<file path="src/rtl/ipi_unit_pkg.sv">
package ipi_unit_pkg;
  localparam int KIND_N     = 2;
  localparam int KIND_OTHER = 0;
  localparam int KIND_SELF  = 1;

  localparam int DATA_W       = 32;
  localparam int SEL_OTHER_BIT = 0;
  localparam int SEL_SELF_BIT  = 31;

  localparam int REG_SEND = 0;
  localparam int REG_SELF = 1;
  localparam int REG_ACK  = 2;
  localparam int REG_MSET = 3;
  localparam int REG_MCLR = 4;

  localparam logic [7:0]  EVT_TYPE_IPI  = 8'd4;
  localparam logic [15:0] EVT_NUM_OTHER = 16'd1;
  localparam logic [15:0] EVT_NUM_SELF  = 16'd2;

  typedef logic [KIND_N-1:0] kind_vec_t;
endpackage

</file>
<file path="src/rtl/ipi_wr_decode.sv">
module ipi_wr_decode
  import ipi_unit_pkg::*;
#(
  parameter int NUM_CPU = 4,
  parameter int CPU_W   = 2,
  parameter int ADDR_W  = 4
) (
  input  logic                      wr_en,
  input  logic [ADDR_W-1:0]         wr_addr,
  input  logic [DATA_W-1:0]         wr_data,
  input  logic [CPU_W-1:0]          cpu_id,
  output kind_vec_t [NUM_CPU-1:0]   raise,
  output kind_vec_t [NUM_CPU-1:0]   ack,
  output kind_vec_t [NUM_CPU-1:0]   mset,
  output kind_vec_t [NUM_CPU-1:0]   mclr
);
  kind_vec_t sel;

  always_comb begin
    sel[KIND_OTHER] = wr_data[SEL_OTHER_BIT];
    sel[KIND_SELF]  = wr_data[SEL_SELF_BIT];
  end

  always_comb begin
    raise = '0;
    ack   = '0;
    mset  = '0;
    mclr  = '0;
    if (wr_en) begin
      for (int c = 0; c < NUM_CPU; c++) begin
        if (wr_addr == ADDR_W'(REG_SEND))
          raise[c][KIND_OTHER] = wr_data[c];
        if (cpu_id == CPU_W'(c)) begin
          if (wr_addr == ADDR_W'(REG_SELF))
            raise[c][KIND_SELF] = wr_data[SEL_SELF_BIT];
          if (wr_addr == ADDR_W'(REG_ACK))  ack[c]  = sel;
          if (wr_addr == ADDR_W'(REG_MSET)) mset[c] = sel;
          if (wr_addr == ADDR_W'(REG_MCLR)) mclr[c] = sel;
        end
      end
    end
  end
endmodule

</file>
<file path="src/rtl/ipi_cpu_state.sv">
module ipi_cpu_state
  import ipi_unit_pkg::*;
(
  input  logic      clk,
  input  logic      rst_n,
  input  kind_vec_t raise,
  input  kind_vec_t ack,
  input  kind_vec_t mset,
  input  kind_vec_t mclr,
  input  kind_vec_t take,
  output kind_vec_t pend,
  output kind_vec_t mask
);
  for (genvar k = 0; k < KIND_N; k++) begin : g_kind
    // new raise outranks acknowledge; delivery outranks mask clear
    always_ff @(posedge clk) begin
      if (!rst_n) begin
        pend[k] <= 1'b0;
        mask[k] <= 1'b1;
      end else begin
        pend[k] <= (pend[k] & ~ack[k]) | raise[k];
        mask[k] <= ((mask[k] | mset[k]) & ~mclr[k]) | take[k];
      end
    end
  end
endmodule

</file>
<file path="src/rtl/ipi_evt_sel.sv">
module ipi_evt_sel
  import ipi_unit_pkg::*;
#(
  parameter int NUM_CPU = 4,
  parameter int CPU_W   = 2
) (
  input  logic [CPU_W-1:0]        cpu_id,
  input  logic [NUM_CPU-1:0]      hw_pend,
  input  kind_vec_t [NUM_CPU-1:0] pend,
  input  kind_vec_t [NUM_CPU-1:0] mask,
  input  logic                    evt_ready,
  output logic                    evt_valid,
  output logic [DATA_W-1:0]       evt_data,
  output kind_vec_t [NUM_CPU-1:0] take,
  output logic [NUM_CPU-1:0]      irq_out
);
  kind_vec_t vis;
  logic      hw_sel;
  logic      id_ok;
  logic      pick_other;

  always_comb begin
    vis    = '0;
    hw_sel = 1'b0;
    id_ok  = 1'b0;
    for (int c = 0; c < NUM_CPU; c++) begin
      irq_out[c] = |(pend[c] & ~mask[c]);
      if (cpu_id == CPU_W'(c)) begin
        vis    = pend[c] & ~mask[c];
        hw_sel = hw_pend[c];
        id_ok  = 1'b1;
      end
    end
  end

  assign pick_other = vis[KIND_OTHER];
  assign evt_valid  = id_ok && !hw_sel && (|vis);

  always_comb begin
    evt_data = '0;
    if (evt_valid) begin
      evt_data[23:16] = EVT_TYPE_IPI;
      evt_data[15:0]  = pick_other ? EVT_NUM_OTHER : EVT_NUM_SELF;
    end
  end

  always_comb begin
    take = '0;
    for (int c = 0; c < NUM_CPU; c++) begin
      if (cpu_id == CPU_W'(c) && evt_valid && evt_ready) begin
        take[c][KIND_OTHER] = pick_other;
        take[c][KIND_SELF]  = !pick_other;
      end
    end
  end
endmodule

</file>
<file path="src/rtl/ipi_unit.sv">
module ipi_unit
  import ipi_unit_pkg::*;
#(
  parameter int NUM_CPU = 4,
  parameter int ADDR_W  = 4,
  localparam int CPU_W  = (NUM_CPU > 1) ? $clog2(NUM_CPU) : 1
) (
  input  logic               clk,
  input  logic               rst_n,
  input  logic [CPU_W-1:0]   cpu_id,
  input  logic               wr_en,
  input  logic [ADDR_W-1:0]  wr_addr,
  input  logic [31:0]        wr_data,
  input  logic [NUM_CPU-1:0] hw_pend,
  output logic               evt_valid,
  input  logic               evt_ready,
  output logic [31:0]        evt_data,
  output logic [NUM_CPU-1:0] irq_out
);
  kind_vec_t [NUM_CPU-1:0] raise, ack, mset, mclr, take, pend, mask;

  ipi_wr_decode #(.NUM_CPU(NUM_CPU), .CPU_W(CPU_W), .ADDR_W(ADDR_W)) u_dec (
    .wr_en(wr_en), .wr_addr(wr_addr), .wr_data(wr_data), .cpu_id(cpu_id),
    .raise(raise), .ack(ack), .mset(mset), .mclr(mclr)
  );

  for (genvar c = 0; c < NUM_CPU; c++) begin : g_cpu
    ipi_cpu_state u_state (
      .clk(clk), .rst_n(rst_n),
      .raise(raise[c]), .ack(ack[c]), .mset(mset[c]), .mclr(mclr[c]),
      .take(take[c]), .pend(pend[c]), .mask(mask[c])
    );
  end

  ipi_evt_sel #(.NUM_CPU(NUM_CPU), .CPU_W(CPU_W)) u_sel (
    .cpu_id(cpu_id), .hw_pend(hw_pend), .pend(pend), .mask(mask),
    .evt_ready(evt_ready), .evt_valid(evt_valid), .evt_data(evt_data),
    .take(take), .irq_out(irq_out)
  );
endmodule

</file>
<file path="config.mk">
export PLATFORM = sky130hd
export DESIGN_NAME = ipi_unit
export DESIGN_NICKNAME = d
export VERILOG_FILES = /design/src/rtl/ipi_unit_pkg.sv /design/src/rtl/ipi_wr_decode.sv /design/src/rtl/ipi_cpu_state.sv /design/src/rtl/ipi_evt_sel.sv /design/src/rtl/ipi_unit.sv
export SDC_FILE = /design/constraint.sdc
export NUM_CORES = 1
export LEC_CHECK = 0
export ABC_CLOCK_PERIOD_IN_PS = 1300
export BUFFER_PORTS_ARGS = -buffer_cell sky130_fd_sc_hd__buf_2
export CAP_MARGIN = 20
export CORE_ASPECT_RATIO = 1.2
export CORE_MARGIN = 2
export CORE_UTILIZATION = 38
export CTS_CLUSTER_DIAMETER = 30
export CTS_CLUSTER_SIZE = 28
export DETAILED_ROUTE_END_ITERATION = 7
export HOLD_SLACK_MARGIN = 0.15
export PLACE_DENSITY = 0.75
export SLEW_MARGIN = 20
export SYNTH_ARGS = -nofsm -noshare
export SYNTH_HDL_FRONTEND = slang
export SYNTH_SLANG_ARGS = --single-unit
</file>
<file path="constraint.sdc">
create_clock -name clk -period 1.3 [get_ports clk]
set_clock_uncertainty 0.1 [all_clocks]
set_input_delay 0.13 -clock clk [delete_from_list [all_inputs] [get_ports clk]]
set_output_delay 0.13 -clock clk [all_outputs]
set_load 0.03 [all_outputs]
</file>
# Yosys cells after proc, flatten, opt, wreduce, memory -nomap -nowiden
# Cells that the tools add are included.
[op_classes]
add_sub_neg = 0
n_mul = 0
n_div = 0
order_cmp = 0
n_eq_ne = 7
shift = 0
muxes = 46
bitwise_logic = 64
reduce_logical = 19
[ops]
columns = ["cell", "n"]
rows = [
  ["$mux 2", 24],
  ["$mux 8", 4],
  ["$or 1x1->1", 24],
  ["$mux 19", 1],
  ["$mux 1", 17],
  ["$and 1x1->1", 16],
  ["$not 1->1", 16],
  ["$logic_and 1x1->1", 10],
  ["$reduce_or 2->1", 5],
  ["$and 2x2->2", 4],
  ["$eq 4x2->1 const B", 2],
  ["$not 2->2", 4],
  ["$eq 2x2->1 const B", 2],
  ["$eq 4x1->1 const B", 1],
  ["$eq 4x3->1 const B", 1],
  ["$logic_not 4->1", 1],
  ["$eq 2x1->1 const B", 1],
  ["$logic_not 1->1", 2],
  ["$logic_not 2->1", 1],
]
[word_totals]
ff_bits = 16
latchBits = 0
ramBits = 0
romBits = 0
input_bits = 46
mem_count = 0

# Depth between registers and ports, before layout
# Gate-level depths: netlist of run 1.
[logic_depth]
word_depth = 12
depth_mapped = 6
ltp_nobuf = 5

# Modules after synthesis
# From an unflattened synthesis of run 1, not the netlist that was laid out.
[unflattened]
cells_unflattened = 183
area_unflattened_um2 = 1492.7
[modules_own_cells]
columns = ["mod", "instances", "cells_each", "area_per_inst_um2", "seq_area_each_um2"]
rows = [
  ["ipi_cpu_state", 4, 14, 157.7, 80.1],
  ["ipi_evt_sel", 1, 67, 499.2, 0.0],
  ["ipi_wr_decode", 1, 60, 362.8, 0.0],
]

# Least setup slack after synthesis of run 1
# Ideal clock, no wire load.
[synth_timing]
kind = "register to output"
start = "reg g_cpu[0].u_state.pend[1]"
end = "out evt_data[1]"
t_arrival_ns = 1.916
path_slack_ns = -0.846
path_stages_with_launch = 5
cell_sequence = "dfxtp_1 inv_1 o21ai_0 a32oi_1 a31oi_1"
[synth_between]
elab_chain_len = 8
[synth_lines]
columns = ["element", "line", "source"]
rows = [
  ["start, declared", "ipi_cpu_state.sv:11", "output kind_vec_t pend,"],
  ["start signal, assigned by index", "ipi_cpu_state.sv:21", "pend[k] <= (pend[k] & ~ack[k]) | raise[k];"],
  ["$and 2x2->2", "ipi_evt_sel.sv:29", "vis = pend[c] & ~mask[c];"],
  ["$mux 2 (4 in series)", "ipi_evt_sel.sv:28", "if (cpu_id == CPU_W'(c)) begin"],
  ["$reduce_or 2->1", "ipi_evt_sel.sv:37", "assign evt_valid = id_ok && !hw_sel && (|vis);"],
  ["$logic_and 1x1->1", "ipi_evt_sel.sv:37", ""],
  ["$mux 19", "ipi_evt_sel.sv:41", "if (evt_valid) begin"],
  ["end, declared", "ipi_unit.sv:17", "output logic [31:0] evt_data,"],
]
# Every way passes these cells.

# Worst setup path after layout of run 1
[layout_timing]
start = "reg g_cpu[3].u_state.pend[0]"
end = "out evt_data[0]"
[layout_between]
elab_chain_len = 5
elab_cells_between_ends = 6
classes_between = "mux: 3; bitwise: 1; reduce/logical: 2"
[layout_lines]
columns = ["element", "line"]
rows = [
  ["start, declared", "ipi_cpu_state.sv:11"],
  ["start signal, assigned by index", "ipi_cpu_state.sv:21"],
  ["$and 2x2->2 *", "ipi_evt_sel.sv:29"],
  ["$mux 2 *", "ipi_evt_sel.sv:28"],
  ["$reduce_or 2->1", "ipi_evt_sel.sv:37"],
  ["$logic_and 1x1->1", "ipi_evt_sel.sv:37"],
  ["$mux 19 *", "ipi_evt_sel.sv:41"],
]
# Mark *: on every way between the ends. The rest lies on a longest branch, timed or not.

==> results of run 1 <==
-- worst register-to-register path: cells and delay by family (launching register included) --
kind	cells	cell delay (ns)
simple gates	1	0.22
compound gates	1	0.24
flops	1	0.33
buf+inv	2	0.26
mux	2	0.40
-- metal layers --
metal	track usage [%]	vias to the layer above	wire [um]
met5	0	-	0
met2	40.7	80	2160
met1	24.9	656	1580
met4	5.65	0	83
met3	2.49	9	268
li1	-	649	-
-- kinds of logic (layout without fill, tap and decap cells) --
kind of cell | count (synthesis) | count (layout) | synth area share [%]
AOI/OAI and AO/OA | 32 | 32 | 21.4
and+or+nand+nor | 62 | 62 | 28.8
other | 1 | 29 | 0.296
muxes | 3 | 3 | 2.77
buffers and inverters | 40 | 81 | 21.5
DFF | 16 | 16 | 25.3
-- layout by cell type (no fill, tap or decap), drive strengths merged, types with 3 or more instances in the layout --
cell / synthesis / routed
buf: 32 / 62
conb: 1 / 29
dfxtp: 16 / 16
nor2: 13 / 13
nand2: 13 / 13
dlygate4sd3: 0 / 8
nand3: 7 / 7
inv: 7 / 7
nand2b: 5 / 5
o221a: 4 / 4
and4b: 4 / 4
clkbuf: 1 / 4
nor2b: 4 / 4
o22ai: 3 / 3
a32o: 3 / 3
nand4: 3 / 3
a31oi: 3 / 3
-- worst paths after layout --
kind / cells after the start / endpoint / startpoint
min: 3 / g_cpu[3].u_state.mask[0]$_SDFF_PN1_ / hw_pend[3]
max: 5 / evt_data[0] / g_cpu[3].u_state.pend[0]$_SDFF_PN0_
min reg2reg: 1 / g_cpu[3].u_state.pend[0]$_SDFF_PN0_ / g_cpu[3].u_state.pend[0]$_SDFF_PN0_
max reg2reg: 6 / g_cpu[2].u_state.mask[1]$_SDFF_PN1_ / g_cpu[3].u_state.pend[0]$_SDFF_PN0_
-- state kept, by name, indices dropped and copies added, names as in the netlist --
| signal | cells |
|---|---|
| g_cpu.u_state.pend | 8 |
| g_cpu.u_state.mask | 8 |
-- final cells by class --
type / count / share of cell area [%]
clock buffer: 4 / 1.92
inverter: 7 / 1.52
multi-input combinational: 126 / 47.6
sequential: 16 / 17.5
tap: 36 / 2.39
timing repair buffer: 70 / 29.1
-- power breakdown --
part / internal [mW] / switching [mW]
registers: 0.493 / 0.00248
logic: 0.100 / 0.219
clock network: 0.171 / 0.174
total: 0.764 / 0.395
-- per-stage QoR --
stage | area (um^2) | std cells | util [%] | hold WS (ns) | power [mW]
3_3_place_gp | 1590 | 240 | 51.1 | 0.247 | 0.792
6_report | 1890 | 259 | 60.7 | 0.142 | 1.16
3_5_place_dp | 1590 | 240 | 51.1 | 0.250 | 0.792
5_1_grt | 1890 | 259 | 60.7 | 0.138 | 1.21
4_1_cts | 1860 | 257 | 59.8 | 0.151 | 1.14
2_1_floorplan | 1450 | 182 | - | 0.140 | 0.752
-- timing repair --
item / 4_1_cts / 5_1_grt
gates resized for setup: 38 / 6
endpoints found under the setup margin: 12 / 14
cloned: 0 / 0
pin swaps: 3 / 2
endpoints found under the hold margin: 11 / 1
buffers inserted: 6 / 4
==> run summary, run 1 <==
The flow ran to the end, but the final reports show violations. The final reports fail on setup timing. Walking the worst path, the cells encountered are or2b_4 > mux2i_1 > mux2_4 > o311a_4 > buf_6. The synthesized design devotes to its leading area cell type 25.3% of total area.

The number of hold buffers added after CTS was 8. Number of max-slew violations in the final report: 0. The die covers 3810 um^2. The initial utilization of the core area, before any placement, comes to 40.7%.

The share of post-route cells with drive strength above 1 is 45.7%, and the number of buffers inserted by port buffering is 26. Setup slack on the worst reg-to-reg path comes out at -0.34 ns. Entering global routing, the biggest net connects 10 pins. Yosys mapped a number of flops with a built-in enable equal to 0. Setup repair after global routing could not meet its margin everywhere.

The clock period minus worst slack works out to 1.87 ns. Counting along the longest clock path gives a buffer depth of 2. Global routing consumed, over all layers together, 21.3% of the routing resources. The core region is 3110 um^2. The total negative setup slack was -3.73 ns. The number of vias per cell after detailed routing is 5.38. The worst setup path is of the flop to output port kind. Sequential elements use 25.3% of the synthesized area.

Violation count after the first detailed-route iteration: 68. The biggest cell delay along the critical path was 0.34 ns; the standby leakage power was 0.854 nW. The setup-violating endpoint count in the final report was 12. For this run, the number of Yosys warnings is 0. The chip height is 67.2 um. The routed design has 4.09 mm of wire. Counting the fill cells in the layout gives 269.

After clock tree synthesis, the clock-pin slew on the worst setup and hold paths is 0.10 ns. For the count of unique library cells instantiated by Yosys, the log shows 48. Ranked by total cell area, the synthesized netlist is headed by sky130_fd_sc_hd__dfxtp_1, sky130_fd_sc_hd__buf_4, sky130_fd_sc_hd__nand2_1. Signal arrival time at the worst endpoint: 1.64 ns.

The number of register bits inferred by synthesis came out at 16. For this run, the top clock speed supported by timing is 536 MHz. The initial antenna violation count is 0, and the number of sinks on the clock net is 16. For the number of rows created at floorplan, the log shows 22. The post-route fraction of the period consumed by the critical path works out to 143%. The last weighted congestion value of the routability-driven placer is 0.963, and the total iterations of the first detailed-routing run is 4.

The number of violations of the max-capacitance limit came out at 0. In the final layout, flip-flops and latches occupy 330 um^2. On the critical path, the stage with the largest delay is an instance of sky130_fd_sc_hd__dfxtp_2. In this run the power density over the cells is 614 nW/um^2. The dominant register cell in the synthesized netlist is sky130_fd_sc_hd__dfxtp_1. The HPWL after detailed placement is 2.80 mm, and the final net count is 270. TritonCTS built the clock tree. The tools report the sort of element at the end of the critical path as an output port. The number of antenna diodes in the final layout is 0. In this run the remaining antenna-violating nets after routing total 0.

In this run the clock root is driven by a sky130_fd_sc_hd__clkbuf_4. The aggregate global routing overflow was 0; the final worst-path setup slack was -0.565 ns. The die is 56.7 um wide. The multi-input logic area came out at 898 um^2.

Sorting the synthesized cells by how often they occur yields sky130_fd_sc_hd__buf_4, sky130_fd_sc_hd__dfxtp_1, sky130_fd_sc_hd__nand2_1, sky130_fd_sc_hd__nor2_1, sky130_fd_sc_hd__nand3_1. The count of mapped cells out of synthesis is 154, and the number of remaining DRC errors is 0. IR analysis of the VDD net gives a maximum drop of 753 uV.

Startpoint kind of the worst setup timing path: a flop. The number of H-tree branching levels came out at 1. Prior to clock tree synthesis, the placed netlist has a worst setup slack of -0.246 ns. The buffer and inverter count on the worst path was 1.

Average footprint of a synthesized cell: 8.21 um^2. Worst min-delay path class: input port to flop. Number of ports placed on the die boundary: 83. The most frequent cell after synthesis was sky130_fd_sc_hd__buf_4.

The wire length of the first global-routing pass is 6.25 mm, and the maximum fanout along the worst path is 4. Summing every instance area after synthesis gives 1260 um^2. Counting flops with an async set or reset pin after synthesis yields a share of 0%.

After detailed routing, the average wire length per cell comes to 15.8 um. The number of endpoints with negative hold slack in the final report came out at 0. Cell type contributing the most total cell area after synthesis: sky130_fd_sc_hd__dfxtp_1. The run gives 1316 as the number of global-route vias before repair. The clock latency reported for the late side of the worst-skew pair was 0.29 ns; the number of clock buffers inserted by TritonCTS was 3. Among cell families on the critical path, the largest total delay comes from multiplexers. For the worst setup path, the data required time is 1.07 ns.

From synthesis to final layout, the design area changed by 49.3%. For this block, the via count after detailed routing is 1394.
Note: power is estimated with default switching activity, not from simulation.
==> inputs of run 2 (changes only) <==
--- a/config.mk
+++ b/config.mk
@@ -16,7 +16,7 @@
 export DETAILED_ROUTE_END_ITERATION = 7
 export HOLD_SLACK_MARGIN = 0.15
 export PLACE_DENSITY = 0.75
-export SLEW_MARGIN = 20
+export REMOVE_ABC_BUFFERS = 1
 export SYNTH_ARGS = -nofsm -noshare
 export SYNTH_HDL_FRONTEND = slang
 export SYNTH_SLANG_ARGS = --single-unit
==> run 2 against run 1 <==
The run still ends with setup timing left; via count decreased by 1.8%; sequential power hardly changed; worst hold slack worse by 0.055 ns; non-clock buffer count fell by 6; critical path depth unchanged; power shrank 0.53%; maximum frequency rose by 3.7%; critical path type unchanged; die area unchanged; clock-buffer cell count is the same.
==> run summary, run 2 (same netlist as run 1, synthesis figures left out) <==
The first global-routing pass estimated 6.09 mm of wire. The final reports fail on setup timing. Detailed routing inserted a total of 1369 vias. Timing would allow up to 556 MHz. Largest net degree at the start of global routing: 12. Category of the most critical setup path: flop to output port. Global routing used 20.9% of the available tracks across all layers. Setup repair after global routing could not meet its margin everywhere. STA classifies the critical path endpoint as an output port. The run gives 0.824 nW as the standby leakage power. The tools report the aggregate global routing overflow as 0.

On the critical path, the stage with the largest delay is an instance of sky130_fd_sc_hd__dfxtp_2. In the final timing run, aggregate negative setup slack is -3.10 ns. The number of global-route vias before repair was 1264. Subtracting the final worst setup slack from the clock period gives 1.80 ns. For the final worst-path setup slack, the log shows -0.499 ns. The initial antenna violation count is 0. IR analysis of the VDD net gives a maximum drop of 369 uV. CTS saw 16 sinks. The logs give 83 for the number of ports placed on the die boundary and 3810 um^2 for the floorplan die area. At the end of routability-driven placement, the weighted congestion stood at 0.880. From synthesis to final layout, the design area changed by 43.0%. The tools report the number of H-tree branching levels as 1. Max-cap violations in this run came to 0. At the later pin of the worst-skew pair, clock insertion delay measures 0.29 ns.

Number of buffers inserted by port buffering: 26. The post-route total power is 1.15 mW. TritonCTS created 3 clock buffers. The clock tree root buffer cell is sky130_fd_sc_hd__clkbuf_4.

Once detail routing completed, the nets flagged for antenna violations numbered 0. The first routing iteration left 84 violations. The reg-to-reg critical path startpoint is g_cpu[3].u_state.pend[0]$_SDFF_PN0_. The signal arrival time at the worst endpoint is 1.57 ns. Global routing's busiest layer: met2. The largest registers in the layout are g_cpu.u_state.mask (8), g_cpu.u_state.pend (8). In the global route stage, met1 resource usage came out at 24.2%. For the number of max-slew violations in the final report, the log shows 0. The share of post-route cells with drive strength above 1 is 42.4%. Counting the fill cells in the layout gives 264. For met3 alone, demand over resource in global routing was 2.30%. The run gives 22 as the number of rows created at floorplan. The core area is 3110 um^2. The sequential cells in the finished layout cover a total of 329 um^2. Walking the worst path, the cells encountered are or2b_4 > mux2i_1 > mux2_4 > o311a_1 > buf_6. The routed wirelength normalized by instance count came out at 15.9 um. Summed over all layers, the routed wires come to 4.01 mm.

The most frequent standard cell in the layout excluding fill and tap cells is sky130_fd_sc_hd__conb_1. Counting along the longest clock path gives a buffer depth of 2. The flow ran to the end, but the final reports show violations. The final-layout worst hold slack came out at 0.0871 ns. The antenna diode instance count is 0, and the number of remaining DRC errors is 0. For this design, the CTS-stage hold fixing added 9 buffers. The worst hold path belongs to the class input port to flop.

Startpoint kind of the worst setup timing path: a flop. The total power density per cell area works out to 637 nW/um^2. Leaving out fill and tap cells, the most frequent cells in the layout are sky130_fd_sc_hd__conb_1, sky130_fd_sc_hd__buf_4, sky130_fd_sc_hd__buf_2. Once detailed placement completed, the half-perimeter wirelength came to 2.62 mm. Setup violations remaining at the end of the flow were counted as 11. Biggest cell delay along the critical path: 0.35 ns. The number of endpoints with negative hold slack in the final report is 0, and the post-route fraction of the period consumed by the critical path is 138%. After the last flow step, the layout net total stands at 264. The maximum fanout along the worst path came out at 3. The tools report the starting density of the core as 40.7%. In this run the worst setup path begins at g_cpu[3].u_state.pend[0]$_SDFF_PN0_.

The clock-pin slew on the worst setup and hold paths works out to 0.10 ns. In the final layout, the multi-input gates occupy 861 um^2. For the worst setup path, the data required time is 1.07 ns.

The total iterations of the first detailed-routing run is 4, and the number of vias per cell after detailed routing is 5.41. The chip height works out to 67.2 um. TritonCTS built the clock tree. For met2 alone, demand over resource in global routing was 35.9%.

The die width was 56.7 um. In this run the most critical hold path is launched from hw_pend[1].
[run 2: final timing paths]
check,endpoint,slack [ns],depth (start not counted)
worst min register to register,g_cpu[1].u_state.mask[0]$_SDFF_PN1_,0.42,2
worst min-delay path,g_cpu[1].u_state.mask[1]$_SDFF_PN1_,0.09,4
worst max register to register,g_cpu[2].u_state.mask[1]$_SDFF_PN1_,-0.29,6
worst max-delay path,evt_data[0],-0.50,5
[run 2: per-stage QoR]
| stage | setup slack (ns) | area [um^2] | std cells | util [%] |
|---|---|---|---|---|
| global route | -0.531 | 1810 | 253 | 58.2 |
| CTS | -0.446 | 1740 | 251 | 56.0 |
| finish | -0.499 | 1810 | 253 | 58.2 |
| floorplan | -0.846 | 1120 | 149 | - |
| detailed placement | -0.231 | 1460 | 231 | 47.0 |
| global placement | -0.193 | 1460 | 231 | 47.0 |
[run 2: cell type report]
| class | count | share of cell area [%] |
|---|---|---|
| multi-input cells | 126 | 47.6 |
| inverters | 7 | 1.45 |
| flip-flops and latches | 16 | 18.2 |
| clock buffers | 4 | 2.01 |
| repair buffers | 64 | 28.3 |
| well taps | 36 | 2.49 |
[run 2: metal layers]
metal	up-vias	routed length [um]
li1	631	-
met1	651	1550
met2	71	2060
met3	16	215
met4	0	184
met5	-	0
[run 2: critical path, delay by kind of cell, from the launching register on]
family,cells,cell delay [ns]
flip-flops,1,0.35
AND/OR/NAND/NOR,1,0.29
multiplexers,2,0.32
buffers and inverters,1,0.13
AO/OA/AOI/OAI,1,0.18
[run 2: where the power goes]
part | internal [mW] | switching (mW) | total [mW]
Sequential | 0.493 | 0.00269 | 0.496
Combinational | 0.0960 | 0.214 | 0.310
Clock | 0.171 | 0.176 | 0.347
Total | 0.760 | 0.393 | 1.15
[run 2: what timing repair did]
action | CTS | global route
cloned | 0 | 0
setup buffers | 8 | 4
gates resized for setup | 34 | 13
endpoints found under the hold margin | 11 | 2
pin swaps | 4 | 2
setup endpoints to repair | 11 | 14
